<file path="src/rtl/simd_sat_pkg.sv">
package simd_sat_pkg;
  // lane size control
  typedef enum logic [1:0] {
    LW_BYTE = 2'b00,
    LW_HALF = 2'b01,
    LW_WORD = 2'b10,
    LW_SPARE = 2'b11
  } lane_w_e;

  // per-lane arithmetic behaviour
  typedef enum logic [1:0] {
    MD_WRAP  = 2'b00,
    MD_USAT  = 2'b01,
    MD_SSAT  = 2'b10,
    MD_SPARE = 2'b11
  } sat_mode_e;
endpackage

</file>
<file path="src/rtl/simd_lane_map.sv">
// Maps the lane size code to per-byte lane geometry: which byte starts a
// lane, which byte is the top of its lane, and the top byte index of each.
module simd_lane_map #(
  parameter int NB   = 4,
  localparam int IDXW = (NB > 1) ? $clog2(NB) : 1
) (
  input  logic [1:0]                 lane_w_i,
  output logic [NB-1:0]              start_o,
  output logic [NB-1:0]              top_o,
  output logic [NB-1:0][IDXW-1:0]    top_idx_o
);
  import simd_sat_pkg::*;

  lane_w_e lw;
  assign lw = lane_w_e'(lane_w_i);

  for (genvar i = 0; i < NB; i++) begin : g_map
    always_comb begin
      unique case (lw)
        LW_BYTE: top_idx_o[i] = IDXW'(i);
        LW_HALF: top_idx_o[i] = IDXW'(i | 1);
        default: top_idx_o[i] = IDXW'(NB - 1);
      endcase
    end

    assign top_o[i] = (top_idx_o[i] == IDXW'(i));

    if (i == 0) begin : g_first
      assign start_o[i] = 1'b1;
    end else begin : g_rest
      assign start_o[i] = top_o[i-1];
    end
  end
endmodule

</file>
<file path="src/rtl/simd_byte_add.sv">
// One byte slice of the segmented carry chain.
module simd_byte_add #(
  parameter int BW = 8
) (
  input  logic [BW-1:0] a_i,
  input  logic [BW-1:0] b_i,
  input  logic          cin_i,
  output logic [BW-1:0] sum_o,
  output logic          cout_o
);
  logic [BW:0] full;

  always_comb begin
    full   = {1'b0, a_i} + {1'b0, b_i} + {{BW{1'b0}}, cin_i};
    sum_o  = full[BW-1:0];
    cout_o = full[BW];
  end
endmodule

</file>
<file path="src/rtl/simd_byte_sel.sv">
// Picks the final value and flag of one byte from its lane's overflow status.
module simd_byte_sel #(
  parameter int BW = 8
) (
  input  logic [BW-1:0] raw_i,
  input  logic [1:0]    mode_i,
  input  logic          flag_signed_i,
  input  logic          is_top_i,
  input  logic          lane_sign_i,
  input  logic          lane_carry_i,
  input  logic          lane_sov_i,
  output logic [BW-1:0] res_o,
  output logic          flag_o
);
  import simd_sat_pkg::*;

  sat_mode_e     md;
  logic [BW-1:0] sclamp;

  assign md = sat_mode_e'(mode_i);

  // the top byte carries the sign, lower bytes are filled with its inverse
  always_comb begin
    if (is_top_i) sclamp = {lane_sign_i, {(BW-1){~lane_sign_i}}};
    else          sclamp = {BW{~lane_sign_i}};
  end

  always_comb begin
    unique case (md)
      MD_USAT: flag_o = lane_carry_i;
      MD_SSAT: flag_o = lane_sov_i;
      default: flag_o = flag_signed_i ? lane_sov_i : lane_carry_i;
    endcase
  end

  always_comb begin
    res_o = raw_i;
    if (md == MD_USAT && lane_carry_i)     res_o = {BW{1'b1}};
    else if (md == MD_SSAT && lane_sov_i)  res_o = sclamp;
  end
endmodule

</file>
<file path="src/rtl/simd_sat_add.sv">
// Packed SIMD adder with per-lane wrap, unsigned or signed saturation.
module simd_sat_add #(
  parameter int DATA_W = 32,
  parameter int BYTE_W = 8
) (
  input  logic [DATA_W-1:0]        a_i,
  input  logic [DATA_W-1:0]        b_i,
  input  logic [1:0]               lane_w_i,
  input  logic [1:0]               mode_i,
  input  logic                     flag_signed_i,
  output logic [DATA_W-1:0]        sum_o,
  output logic [DATA_W/BYTE_W-1:0] ovf_o
);
  localparam int NB   = DATA_W / BYTE_W;
  localparam int IDXW = (NB > 1) ? $clog2(NB) : 1;

  logic [NB-1:0]           start_b, top_b;
  logic [NB-1:0][IDXW-1:0] top_idx;
  logic [NB-1:0]           cin_b, cout_b;
  logic [NB-1:0]           a_msb, b_msb, t_msb, sov_b;
  logic [DATA_W-1:0]       raw;

  simd_lane_map #(.NB(NB)) u_map (
    .lane_w_i  (lane_w_i),
    .start_o   (start_b),
    .top_o     (top_b),
    .top_idx_o (top_idx)
  );

  for (genvar i = 0; i < NB; i++) begin : g_byte
    if (i == 0) begin : g_c0
      assign cin_b[i] = 1'b0;
    end else begin : g_cn
      assign cin_b[i] = start_b[i] ? 1'b0 : cout_b[i-1];
    end

    simd_byte_add #(.BW(BYTE_W)) u_add (
      .a_i    (a_i[i*BYTE_W +: BYTE_W]),
      .b_i    (b_i[i*BYTE_W +: BYTE_W]),
      .cin_i  (cin_b[i]),
      .sum_o  (raw[i*BYTE_W +: BYTE_W]),
      .cout_o (cout_b[i])
    );

    // signed overflow as seen if this byte were the top of its lane
    assign a_msb[i] = a_i[i*BYTE_W + BYTE_W - 1];
    assign b_msb[i] = b_i[i*BYTE_W + BYTE_W - 1];
    assign t_msb[i] = raw[i*BYTE_W + BYTE_W - 1];
    assign sov_b[i] = (t_msb[i] & ~a_msb[i] & ~b_msb[i]) |
                      (~t_msb[i] & a_msb[i] & b_msb[i]);

    simd_byte_sel #(.BW(BYTE_W)) u_sel (
      .raw_i         (raw[i*BYTE_W +: BYTE_W]),
      .mode_i        (mode_i),
      .flag_signed_i (flag_signed_i),
      .is_top_i      (top_b[i]),
      .lane_sign_i   (a_msb[top_idx[i]]),
      .lane_carry_i  (cout_b[top_idx[i]]),
      .lane_sov_i    (sov_b[top_idx[i]]),
      .res_o         (sum_o[i*BYTE_W +: BYTE_W]),
      .flag_o        (ovf_o[i])
    );
  end
endmodule

</file>
<file path="config.mk">
export PLATFORM = sky130hd
export DESIGN_NAME = simd_sat_add
export DESIGN_NICKNAME = d
export VERILOG_FILES = /design/src/rtl/simd_sat_pkg.sv /design/src/rtl/simd_lane_map.sv /design/src/rtl/simd_byte_add.sv /design/src/rtl/simd_byte_sel.sv /design/src/rtl/simd_sat_add.sv
export SDC_FILE = /design/constraint.sdc
export NUM_CORES = 1
export LEC_CHECK = 0
export BUFFER_PORTS_ARGS = -buffer_cell sky130_fd_sc_hd__clkbuf_2
export CORE_MARGIN = 2
export CORE_UTILIZATION = 50
export DETAILED_ROUTE_END_ITERATION = 16
export PLACE_DENSITY = 0.86
export SYNTH_ARGS = -nofsm -noshare
export SYNTH_HDL_FRONTEND = slang
export SYNTH_HIERARCHICAL = 1
export SYNTH_SLANG_ARGS = --single-unit
</file>
<file path="constraint.sdc">
create_clock -name vclk -period 19.7
set_input_delay 0.985 -clock vclk [all_inputs]
set_output_delay 0.985 -clock vclk [all_outputs]
set_load 0.02 [all_outputs]
</file>
# == Yosys cells after proc, flatten, opt, wreduce, memory -nomap -nowiden ==
# Index checks and enable logic that the tools add are counted.
# W data, S select, Z words.
# word_totals
register_bits,0
in_bits,69
out_inout_bits,36
wordCells,104
# classes
mux,43
addsub,7
eq_ne,5
n_reduce_logical,11
order_cmp,3
bitwise,35
# op_table
operator,count
$mux W8,11
$add A8 B8 Y9,4
$add A9 B1 Y9,3
$bmux W1 S2,9
$mux W1,17
$and A1 B1 Y1,16
$not A1 Y1,15
$lt A2 B3 Y1 const B,3
$logic_and A1 B1 Y1,8
$pmux W1 S2,4
$eq A2 B1 Y1 const B,3
$eq A2 B2 Y1 const B,2
$logic_not A2 Y1,2
$or A1 B1 Y1,4
$pmux W2 S2,1
$mux W2,1
$reduce_or A2 Y1,1

# == Depth between registers and ports, before layout ==
# Gate-level depths: netlist of run 1.
# depth
ltp_word,18
mapped_depth,32
depth_no_buf,31

# == Hierarchy ==
# The synthesis of run 1 kept the hierarchy.
# modules_own_cells
mod,cells_each,area_per_inst_um2,seq_area_each_um2,n_inst
simd_byte_sel,29,200.2,0.0,4
simd_byte_add at g_byte[1].u_add ...,42,331.6,0.0,2
simd_sat_add,28,380.4,0.0,1
simd_byte_add at g_byte[3].u_add,40,331.6,0.0,1
simd_byte_add at g_byte[0].u_add,39,322.8,0.0,1
simd_lane_map,17,111.4,0.0,1

# == Worst setup path before layout of run 1 ==
# No wires, ideal clock.
# synth_timing
path_kind,input to output
start,in a_i[0]
end,out sum_o[0]
t_required_ns,18.715
path_stages,31
arrival_time_ns,7.780
n_path_buf,1
path_slack_ns,10.935
cell_sequence,fa_1 -> fa_1 -> a21oi_1 -> nor2b_1 -> a31oi_1 -> o21ai_0 -> nor2b_1 -> fa_1 -> fa_1 -> a21oi_1 -> nor2_1 -> nor2_1 -> o21ai_0 -> nor2b_1 -> fa_1 -> fa_1 -> a21oi_1 -> nor2_1 -> nor2_1 -> o21ai_0 -> nor2b_1 -> fa_1 -> nand3_1 -> a21o_1 -> o211ai_1 -> or2b_1 -> o22ai_2 -> mux4_2 -> and2_4 -> buf_6 -> o211ai_1
# synth_between
elab_chain_cells,16
word_cells_on_any_way,39
classes_between,add/sub (4); mux (9); bitwise (24); reduce/logical (2)
# synth_rtl
item,line_no,text
"start, declared",simd_sat_add.sv:6,"input logic [DATA_W-1:0] a_i,"
$add A8 B8 Y9 (*),simd_byte_add.sv:14,"full = {1'b0, a_i} + {1'b0, b_i} + {{BW{1'b0}}, cin_i};"
net cout_b[0],simd_sat_add.sv:19,"logic [NB-1:0] cin_b, cout_b;"
$mux W1 (*),simd_sat_add.sv:34,assign cin_b[i] = start_b[i] ? 1'b0 : cout_b[i-1];
net cin_b[1],simd_sat_add.sv:19,
$add A9 B1 Y9 (*),simd_byte_add.sv:14,
net cout_b[1],simd_sat_add.sv:19,
$mux W1 (*),simd_sat_add.sv:34,
net cin_b[2],simd_sat_add.sv:19,
[... 1 more ...],n/a,
net cout_b[2],simd_sat_add.sv:19,
[... 1 more ...],n/a,
net cin_b[3],simd_sat_add.sv:19,
[... 1 more ...],n/a,
net raw[31],simd_sat_add.sv:21,logic [DATA_W-1:0] raw;
$not A1 Y1,simd_sat_add.sv:50,(~t_msb[i] & a_msb[i] & b_msb[i]);
$and A1 B1 Y1 (2 in series),simd_sat_add.sv:50,
$or A1 B1 Y1 (*),simd_sat_add.sv:49,assign sov_b[i] = (t_msb[i] & ~a_msb[i] & ~b_msb[i]) |
$bmux W1 S2 (*),simd_sat_add.sv:59,".lane_sov_i (sov_b[top_idx[i]]),"
$mux W1 (implied by the code) (*),simd_sat_add.sv:59,
$logic_and A1 B1 Y1 (*),simd_byte_sel.sv:39,else if (md == MD_SSAT && lane_sov_i) res_o = sclamp;
$mux W8 (*),simd_byte_sel.sv:39,
$mux W8 (*),simd_byte_sel.sv:38,if (md == MD_USAT && lane_carry_i) res_o = {BW{1'b1}};
"end, declared",simd_sat_add.sv:11,"output logic [DATA_W-1:0] sum_o,"
# Mark *: on every way through the listed nets, which the timed path passes. The rest lies on a longest branch. The select of a mux whose other input is x is not followed.

# == Worst setup path after layout of run 1 ==
# layout_timing
start,in a_i[0]
end,out sum_o[30]
# layout_between
word_cells_on_any_way,17
classes_between,add/sub (4); mux (5); bitwise (6); reduce/logical (2)
# layout_lines
item,line_no
$add A8 B8 Y9,simd_byte_add.sv:14
net cout_b[0],simd_sat_add.sv:19
$mux W1,simd_sat_add.sv:34
net cin_b[1],simd_sat_add.sv:19
$add A9 B1 Y9,simd_byte_add.sv:14
net cout_b[1],simd_sat_add.sv:19
$mux W1,simd_sat_add.sv:34
net cin_b[2],simd_sat_add.sv:19
$add A9 B1 Y9,simd_byte_add.sv:14
net cout_b[2],simd_sat_add.sv:19
$mux W1,simd_sat_add.sv:34
net cin_b[3],simd_sat_add.sv:19
$add A9 B1 Y9,simd_byte_add.sv:14
net cout_b[3],simd_sat_add.sv:19
$logic_and A1 B1 Y1,simd_byte_sel.sv:38
$mux W8,simd_byte_sel.sv:38
# The timed path passes the listed nets, and every way through them passes these cells.

==> summary.txt, run 1 <==
Power and ir drop
  • Worst ir drop on vdd: 0.0213 mV
  • Pwr/cell area: 44.2 mW/mm2
  • Pleak: 0.00160 uW
  • Power, Total: 137 uW

Synth
  • Mapped Cells: 323
  • Synthesized area per cell: 8.06 um2
  • Mapped Area: 0.00260 mm2
  • Syn. warnings: 6

Layout
  • Sequential cell count: 0
  • Clkbuf count: 0
  • Most frequent cells in the layout: clkbuf_2, inv_1, ha_1, o211ai_1, nand2_1
  • Synth-to-Final Area Change: 19.1%
  • Nets@finish: 531
  • Diodes inserted: 0
  • Most common cell after layout, fill and taps aside: clkbuf_2
  • Number of fill cells: 483
  • Finished Cell Area: 0.00310 mm2
  • Register Area: 0 um2
  • Layout cells sized above 1: 32.0%

Global route
  • Initial antenna violation count: 0
  • Total GRT Usage: 20.3%
  • Vias in the first global route: 2465
  • Largest net degree at the start of global routing: 10
  • Global route total overflow: 0
  • First-pass GRT wire length: 10400 um

Critical path
  • CP arrival: 8.93 ns
  • CP Capture Type: primary output
  • Worst path max stage delay: 0.55 ns
  • Setup CP Type: in -> out
  • Most Frequent Cell on Critical Path: fa_1
  • Max FO, Critical Path: 7
  • Critical Path Sink: sum_o[30]
  • CP max stage cell: mux4_2
  • CP Launch Point: a_i[0]
  • Crit path launch type: input port
  • Required @ worst endpoint: 18.72 ns

Die
  • I/O pin count: 105
  • # rows: 26
  • Die area: 0.00580 mm2
  • Starting Density: 51.3%
  • Die height: 76.1 um
  • Core ar.: 0.00507 mm2
  • Die width: 76.1 um

Drt
  • Initial DRT Pass Iterations: 4
  • DR WL/cell: 12.8 um
  • Post-DR vias/cell: 5.70
  • Post-Route WL: 6220 um
  • 1st-iter DRT viols: 64
  • ANT nets after route: 0
  • DRC: 0
  • Routed vias: 2771

Placement
  • RePlAce Congestion: 0.854
  • Post-DP HPWL: 5380 um
  • I/O Buffers: 105
  • Placed instance area: 0.00310 mm2

STA
  • Slew Viols, Final: 0
  • Slew margin rel.: 56.4%
  • Crit path time final: 9.91 ns
  • Part of the cycle the worst path needs: 50.3%
  • Setup TNS: 0 ns
  • Final setup violation count: 0
  • Least-Margin Pin Slew: 0.647 ns
  • Hold Vio Cnt, Final: 0
  • RSZ-0062 raised after global routing: false
  • Highest Clock Rate: 101 MHz

Run
  • MaxCap Viol Count: 0

Worst hold path
  • Worst hold path type: in -> out

Clocking
  • # hold bufs at CTS: 0
  • Postcts setup bufs: 0
  • # resized after CTS: 0

Run status
  • Outcome: complete, no violations
-- final cells by class --
cell class	count	area, um2	area share, %
inverters	46	173	5.57
well taps	70	87.6	2.83
multi-input cells	265	2310	74.6
repair buffers	105	526	17.0
-- power breakdown --
part / switching [uW] / internal (uW) / leakage [uW]
Combinational: 78.2 / 58.8 / 0.00160
Clock: 0 / 0 / 0
Sequential: 0 / 0 / 0
Total: 78.2 / 58.8 / 0.00160
-- through the flow --
step                      setup WS [ns]  hold slack, ns  utilization (%)  std cells
after floorplan                   10.94            2.28                -        327
after global placement            10.09            2.52             61.1        486
after detailed placement           9.82            2.54             61.1        486
after CTS                          9.79            2.55             61.1        486
after global routing               9.20            2.59             61.1        486
final                              9.79            2.54             61.1        486
-- how the worst min path moves through the flow --
stage	end	cells after the start	from	slack, ns
finish	ovf_o[0]	4	flag_signed_i	2.54
global route	ovf_o[0]	4	flag_signed_i	2.59
CTS	ovf_o[0]	4	flag_signed_i	2.55
detailed placement	ovf_o[0]	4	flag_signed_i	2.54
global placement	ovf_o[1]	4	flag_signed_i	2.52
floorplan	ovf_o[0]	2	flag_signed_i	2.28
-- critical path, delay by kind of cell --
family / cells / cell delay [ns]
adder cells (fa/ha/maj): 8 / 3.42
AO/OA/AOI/OAI: 11 / 2.32
AND/OR/NAND/NOR: 9 / 1.39
multiplexers: 1 / 0.55
buffers and inverters: 2 / 0.28
-- per-layer routing --
metal	GRT usage (%)	share of wire [%]
met1	24.9	41
met2	38.4	51
met3	2.25	5.9
met4	3.82	1.4
met5	0	0
(Power assumes the default switching activity.)
==> run 2: changes to the inputs <==
--- a/config.mk
+++ b/config.mk
@@ -5,11 +5,12 @@
 export SDC_FILE = /design/constraint.sdc
 export NUM_CORES = 1
 export LEC_CHECK = 0
+export ABC_AREA = 1
 export BUFFER_PORTS_ARGS = -buffer_cell sky130_fd_sc_hd__clkbuf_2
 export CORE_MARGIN = 2
-export CORE_UTILIZATION = 50
+export CORE_UTILIZATION = 48
 export DETAILED_ROUTE_END_ITERATION = 16
-export PLACE_DENSITY = 0.86
+export PLACE_DENSITY = 0.85
 export SYNTH_ARGS = -nofsm -noshare
 export SYNTH_HDL_FRONTEND = slang
 export SYNTH_HIERARCHICAL = 1
==> constraint.sdc (replaced) <==
create_clock -name vclk -period 8
set_input_delay 0.4 -clock vclk [all_inputs]
set_output_delay 0.4 -clock vclk [all_outputs]
set_load 0.02 [all_outputs]
==> run 2 against run 1 <==
  * Sequential share of layout area unchanged
  * Critical path depth up 15
  * Clock-buffer cell count is the same
  * Die area increased by 17%
  * Worst setup slack worse by 9.2 ns
  * Cell area is 13% higher
  * Power grew to 2.5 times the previous value
  * Synthesized cell count grew 61%
  * Largest power group unchanged
  * Largest cell class unchanged
  * Hold slack worse by 1.2 ns
  * Via count increased by 24%
  * First-iteration DRC count grew to 2.9 times the previous value
==> summary.txt, run 2 <==
Critical path
  • Crit path launch type: input port (unchanged)
  • Most Frequent Cell on Critical Path: nand2_1 (was fa_1)
  • CP arrival: 7.06 ns (was 8.93 ns)
  • Setup CP Type: in -> out (unchanged)
  • CP max stage cell: fa_1 (was mux4_2)
  • CP Launch Point: a_i[0] (unchanged)
  • Max FO, Critical Path: 5 (was 7)
  • Required @ worst endpoint: 7.60 ns (was 18.72 ns)
  • Worst path max stage delay: 0.45 ns (was 0.55 ns)
  • CP Capture Type: primary output (unchanged)

Power and ir drop
  • Worst ir drop on vdd: 0.0653 mV (was 0.0213 mV)
  • Pleak: 0.00238 uW (was 0.00160 uW)
  • Pwr/cell area: 98.0 mW/mm2 (was 44.2 mW/mm2)

Drt
  • ANT nets after route: 0 (unchanged)
  • Initial DRT Pass Iterations: 4 (unchanged)
  • Wl on met1: 3390 um (was 2580 um)
  • DRC: 0 (unchanged)
  • 1st-iter DRT viols: 186 (was 64)
  • DR WL/cell: 10.8 um (was 12.8 um)
  • DR WL met3: 328 um (was 366 um)
  • Top routing layer used: met4 (unchanged)
  • Post-DR vias/cell: 4.95 (was 5.70)
  • Routed vias: 3433 (was 2771)
  • Post-Route WL: 7460 um (was 6220 um)
  • DR WL met2: 3680 um (was 3180 um)

Placement
  • Post-DP HPWL: 6440 um (was 5380 um)
  • RePlAce Congestion: 0.890 (was 0.854)
  • Pre-CTS WS: 0.490 ns (was 9.82 ns)
  • I/O Buffers: 105 (unchanged)

Synth
  • Syn. warnings: 6 (unchanged)
  • Mapped Area: 0.00294 mm2 (was 0.00260 mm2)
  • Mapped Cells: 519 (was 323)
  • Synthesized area per cell: 5.67 um2 (was 8.06 um2)

Run status
  • Outcome: complete, no violations (unchanged)

Global route
  • Global route total overflow: 0 (unchanged)
  • Largest net degree at the start of global routing: 13 (was 10)
  • Total GRT Usage: 21.7% (was 20.3%)
  • First-pass GRT wire length: 12100 um (was 10400 um)
  • Vias in the first global route: 2973 (was 2465)
  • Initial antenna violation count: 0 (unchanged)

Worst hold path
  • Origin of the worst min-delay path: b_i[8] (was flag_signed_i)
  • WHS Path Cells: 5 (was 4)
  • Worst Hold End: sum_o[8] (was ovf_o[0])
  • Worst hold path type: in -> out (unchanged)

Die
  • Starting Density: 49.7% (was 51.3%)
  • # rows: 28 (was 26)
  • I/O pin count: 105 (unchanged)
  • Core ar.: 0.00592 mm2 (was 0.00507 mm2)
  • Die area: 0.00677 mm2 (was 0.00580 mm2)
  • Die width: 82.3 um (was 76.1 um)
  • Die height: 82.3 um (was 76.1 um)

STA
  • Part of the cycle the worst path needs: 93.2%
  • Min Hold Slack: 1.33 ns (was 2.54 ns)
  • Hold Vio Cnt, Final: 0 (unchanged)
  • Crit path time final: 7.46 ns
  • Setup slack after layout: 0.541 ns (was 9.79 ns)
  • Slew Viols, Final: 0 (unchanged)
  • Final setup violation count: 0 (unchanged)
  • Highest Clock Rate: 134 MHz

Layout
  • Multi-input logic area: 0.00251 mm2 (was 0.00231 mm2)
  • Layout cells sized above 1: 27.8% (was 32.0%)
  • Most frequent cells in the layout: nand2_1, clkbuf_2, inv_1, nand3_1, ha_1 (was clkbuf_2, inv_1, ha_1, o211ai_1, nand2_1)
  • Most common cell after layout, fill and taps aside: nand2_1 (was clkbuf_2)
  • Diodes inserted: 0 (unchanged)
  • Synth-to-Final Area Change: 19.3% (was 19.1%)
  • Clkbuf count: 0 (unchanged)
  • Nets@finish: 734 (was 531)
  • Number of fill cells: 629 (was 483)
  • Register Area: 0 um2 (unchanged)
  • Sequential cell count: 0 (unchanged)

Run
  • MaxCap Viol Count: 0 (unchanged)

Clocking
  • Postcts setup bufs: 0 (unchanged)
-- run 2: stage by stage --
step / instances / area [um2] / utilization [%] / TNS (ns) / total power (uW)
after floorplan: 523 / 2960 / - / 0 / 250
after global placement: 692 / 3500 / 59.0 / 0 / 335
after detailed placement: 692 / 3500 / 59.0 / 0 / 341
after CTS: 692 / 3500 / 59.0 / 0 / 342
after global routing: 694 / 3510 / 59.2 / -0.00755 / 384
final: 694 / 3510 / 59.2 / 0 / 344
-- run 2: worst max-delay path by stage --
stage / endpoint / slack [ns] / cells past startpoint
after detailed placement: ovf_o[2] / 0.49 / 46
after CTS: ovf_o[2] / 0.48 / 46
final: ovf_o[2] / 0.54 / 46
after floorplan: ovf_o[1] / 1.32 / 44
after global routing: sum_o[31] / -0.004 / 46
after global placement: ovf_o[1] / 0.72 / 46
-- run 2: where the power goes --
group,internal [uW],leakage (uW),switching [uW]
Sequential,0,0,0
Combinational,130,0.00238,214
Clock,0,0,0
Total,130,0.00238,214
-- run 2: what timing repair did --
action                                  in CTS  in global routing
resized for setup                            0                  3
endpoints found under the setup margin       0                 21
hold buffers                                 0                  0
hold endpoints to repair                     0                  0
-- run 2: critical path: cells and delay by family --
kind	cells	cell delay, ns
and+or+nand+nor	31	2.48
buffers and inverters	5	0.50
AOI/OAI and AO/OA	2	0.33
adders and majority gates	8	3.33
-- run 2: metal layers --
layer	GRT usage [%]	vias to the layer above
met4	3.17	0
met2	41.9	95
met5	0	-
met3	0.652	8
li1	-	1826
met1	26.9	1504
-- run 2: cell type report --
type / count / area share [%]
tap: 75 / 2.68
timing repair buffer: 106 / 15.2
multi-input combinational: 417 / 71.6
inverter: 96 / 10.6
==> run 3: changes to the inputs <==
--- a/config.mk
+++ b/config.mk
@@ -7,11 +7,12 @@
 export LEC_CHECK = 0
 export ABC_AREA = 1
 export BUFFER_PORTS_ARGS = -buffer_cell sky130_fd_sc_hd__clkbuf_2
+export CELL_PAD_IN_SITES_DETAIL_PLACEMENT = 0
+export CELL_PAD_IN_SITES_GLOBAL_PLACEMENT = 1
 export CORE_MARGIN = 2
-export CORE_UTILIZATION = 48
+export CORE_UTILIZATION = 30
 export DETAILED_ROUTE_END_ITERATION = 16
 export PLACE_DENSITY = 0.85
 export SYNTH_ARGS = -nofsm -noshare
 export SYNTH_HDL_FRONTEND = slang
-export SYNTH_HIERARCHICAL = 1
 export SYNTH_SLANG_ARGS = --single-unit
==> run 3 against run 2 <==
  * Sequential cell count stayed put
  * Worst setup slack better by 1.4 ns
  * Fmax is 23% higher
  * Critical endpoint is now sum_o[28]
  * Hold slack worse by 0.077 ns
  * First-iteration DRC count is 42% lower
==> summary.txt, run 3 <==
STA
  • Part of the cycle the worst path needs: 76.1% (was 93.2%)
  • Crit path time final: 6.09 ns (was 7.46 ns)
  • Hold Vio Cnt, Final: 0 (unchanged)
  • Final setup violation count: 0 (unchanged)
  • Slew margin rel.: 53.1%
  • Setup slack after layout: 1.91 ns (was 0.541 ns)
  • Slew Viols, Final: 0 (unchanged)
  • Min Hold Slack: 1.25 ns (was 1.33 ns)
  • Setup TNS: 0 ns (unchanged)
  • Highest Clock Rate: 164 MHz (was 134 MHz)
  • Least-Margin Pin Slew: 0.704 ns
  • RSZ-0062 raised after global routing: false

Placement
  • I/O Buffers: 105 (unchanged)
  • RePlAce Congestion: 0.865 (was 0.890)
  • Pre-CTS WS: 1.90 ns (was 0.490 ns)
  • Post-DP HPWL: 5480 um (was 6440 um)
  • Placed instance area: 0.00288 mm2 (was 0.00350 mm2)

Power and ir drop
  • Worst ir drop on vdd: 0.0421 mV (was 0.0653 mV)
  • Net Sw Frac: 62.9% (was 62.1%)
  • Clk pwr share: 0% (about the same)
  • P_sw: 187 uW (was 214 uW)
  • Power, Total: 298 uW (was 344 uW)
  • Pleak: 0.00176 uW (was 0.00238 uW)
  • Sequential share of power: 0% (about the same)
  • Pwr/cell area: 103 mW/mm2 (was 98.0 mW/mm2)
  • Internal: 110 uW (was 130 uW)
  • Comb pwr share: 100.0% (about the same)

Synth
  • Post-synth top cells: nand2_1, nand3_1, inv_1, ha_1, a21oi_1
  • Count leader, synth: nand2_1
  • Yosys top cell by area: nand2_1
  • Synthesized area per cell: 6.10 um2 (was 5.67 um2)
  • Top cell type's share of synthesized area: 19.9%
  • Post-synthesis cell type count: 33
  • Syn. warnings: 0 (was 6)
  • Mapped Cells: 377 (was 519)
  • Mapped Area: 0.00230 mm2 (was 0.00294 mm2)
  • Ranking of synthesized cells by area: nand2_1, ha_1, nand3_1, inv_1, fa_1
  • Seq/Total Area, Yosys: 0%
  • Mapped Nets: 484

Run status
  • Outcome: complete, no violations (unchanged)

Drt
  • Routed vias: 2681 (was 3433)
  • Post-DR vias/cell: 4.68 (was 4.95)
  • Initial DRT Pass Iterations: 4 (unchanged)
  • 1st-iter DRT viols: 108 (was 186)
  • Post-Route WL: 6080 um (was 7460 um)
  • DRC: 0 (unchanged)
  • DR WL/cell: 10.6 um (was 10.8 um)
  • ANT nets after route: 0 (unchanged)

Layout
  • Sequential cell count: 0 (unchanged)
  • Nets@finish: 583 (was 734)
  • Synth-to-Final Area Change: 25.5% (was 19.3%)
  • Register Area: 0 um2 (unchanged)
  • Most common cell after layout, fill and taps aside: nand2_1 (unchanged)
  • Multi-input logic area: 0.00207 mm2 (was 0.00251 mm2)
  • Finished Cell Area: 0.00288 mm2 (was 0.00351 mm2)
  • Layout cells sized above 1: 29.5% (was 27.8%)
  • Diodes inserted: 0 (unchanged)
  • Clkbuf count: 0 (unchanged)
  • Number of fill cells: 836 (was 629)
  • Most frequent cells in the layout: nand2_1, clkbuf_2, nand3_1, inv_1, ha_1 (was nand2_1, clkbuf_2, inv_1, nand3_1, ha_1)

Worst hold path
  • Worst Hold End: sum_o[0] (was sum_o[8])
  • Origin of the worst min-delay path: b_i[0] (was b_i[8])
  • WHS Path Cells: 5 (unchanged)
  • Worst hold path type: in -> out (unchanged)

Critical path
  • Required @ worst endpoint: 7.60 ns (about the same)
  • Max FO, Critical Path: 11 (was 5)
  • Crit path launch type: input port (unchanged)
  • Most Frequent Cell on Critical Path: nand2_1 (unchanged)
  • Worst path max stage delay: 0.44 ns (was 0.45 ns)
  • CP max stage cell: fa_1 (unchanged)
  • CP arrival: 5.69 ns (was 7.06 ns)
  • Setup CP Type: in -> out (unchanged)
  • CP Capture Type: primary output (unchanged)

Global route
  • Initial antenna violation count: 0 (unchanged)
  • Vias in the first global route: 2443 (was 2973)
  • Largest net degree at the start of global routing: 12 (was 13)
  • Global route total overflow: 0 (unchanged)
  • First-pass GRT wire length: 10500 um (was 12100 um)
  • Total GRT Usage: 14.1% (was 21.7%)

Run
  • MaxCap Viol Count: 0 (unchanged)

Die
  • I/O pin count: 105 (unchanged)
  • # rows: 31 (was 28)
  • Core ar.: 0.00733 mm2 (was 0.00592 mm2)
  • Die area: 0.00838 mm2 (was 0.00677 mm2)
  • Die height: 91.5 um (was 82.3 um)
  • Die width: 91.5 um (was 82.3 um)
  • Starting Density: 31.4% (was 49.7%)

Clocking
  • # resized after CTS: 0 (unchanged)
  • Postcts setup bufs: 0 (unchanged)
  • # hold bufs at CTS: 0 (unchanged)
## run 3: cell types whose count changed in the layout (fill, tap and decap cells not counted), sizes merged, moves of 8 or more
cell / before / now
inv: 92 / 42
xor2: 4 / 12
nand3: 83 / 65
o21ai: 20 / 8
nor2: 28 / 14
nand2: 187 / 133
## run 3: worst max path at each step
stage / startpoint / end
after floorplan: a_i[0] / ovf_o[0]
after global placement: a_i[0] / ovf_o[0]
after detailed placement: a_i[0] / sum_o[28]
after CTS: a_i[0] / sum_o[28]
after global routing: a_i[0] / ovf_o[0]
final: a_i[0] / sum_o[28]
## run 3: kinds of logic after synthesis
group	count (synthesis)	synth area share, %
adders and majority gates	38	23.0
AOI/OAI and AO/OA	48	13.1
and+or+nand+nor	223	47.4
xor gates and xnor gates	18	6.86
buffers and inverters	50	9.74
## run 3: worst max-delay path: cells and delay by family
kind / cells / cell delay [ns]
AOI/OAI and AO/OA: 3 / 0.52
buffers and inverters: 3 / 0.30
and+or+nand+nor: 20 / 1.95
adders and majority gates: 7 / 2.52
## run 3: routing by layer
layer / vias up / part of all wire, % / wire, um / global-route usage (%)
li1: 1454 / - / - / -
met1: 1139 / 49 / 2960 / 20.0
met2: 86 / 45 / 2740 / 24.6
met3: 2 / 5.8 / 350 / 1.08
met4: 0 / 0.56 / 34 / 0.631
met5: - / 0 / 0 / 0
## run 3: metrics by stage
step                std cells  util (%)
floorplan                 377         -
global placement          573      39.3
detailed placement        573      39.3
CTS                       573      39.3
global route              573      39.3
finish                    573      39.3
## run 3: cell type report
class                           instances  share of cell area [%]
Multi-Input combinational cell        327                    71.9
Timing Repair Buffer                  105                    18.2
Inverter                               42                    5.55
Tap cell                               99                    4.30
## run 3: power by group through the flow
stage | Clock, uW | Sequential (uW) | Combinational, uW
2_1_floorplan | 0 | 0 | 216
3_3_place_gp | 0 | 0 | 298
3_5_place_dp | 0 | 0 | 299
4_1_cts | 0 | 0 | 300
5_1_grt | 0 | 0 | 332
6_report | 0 | 0 | 298
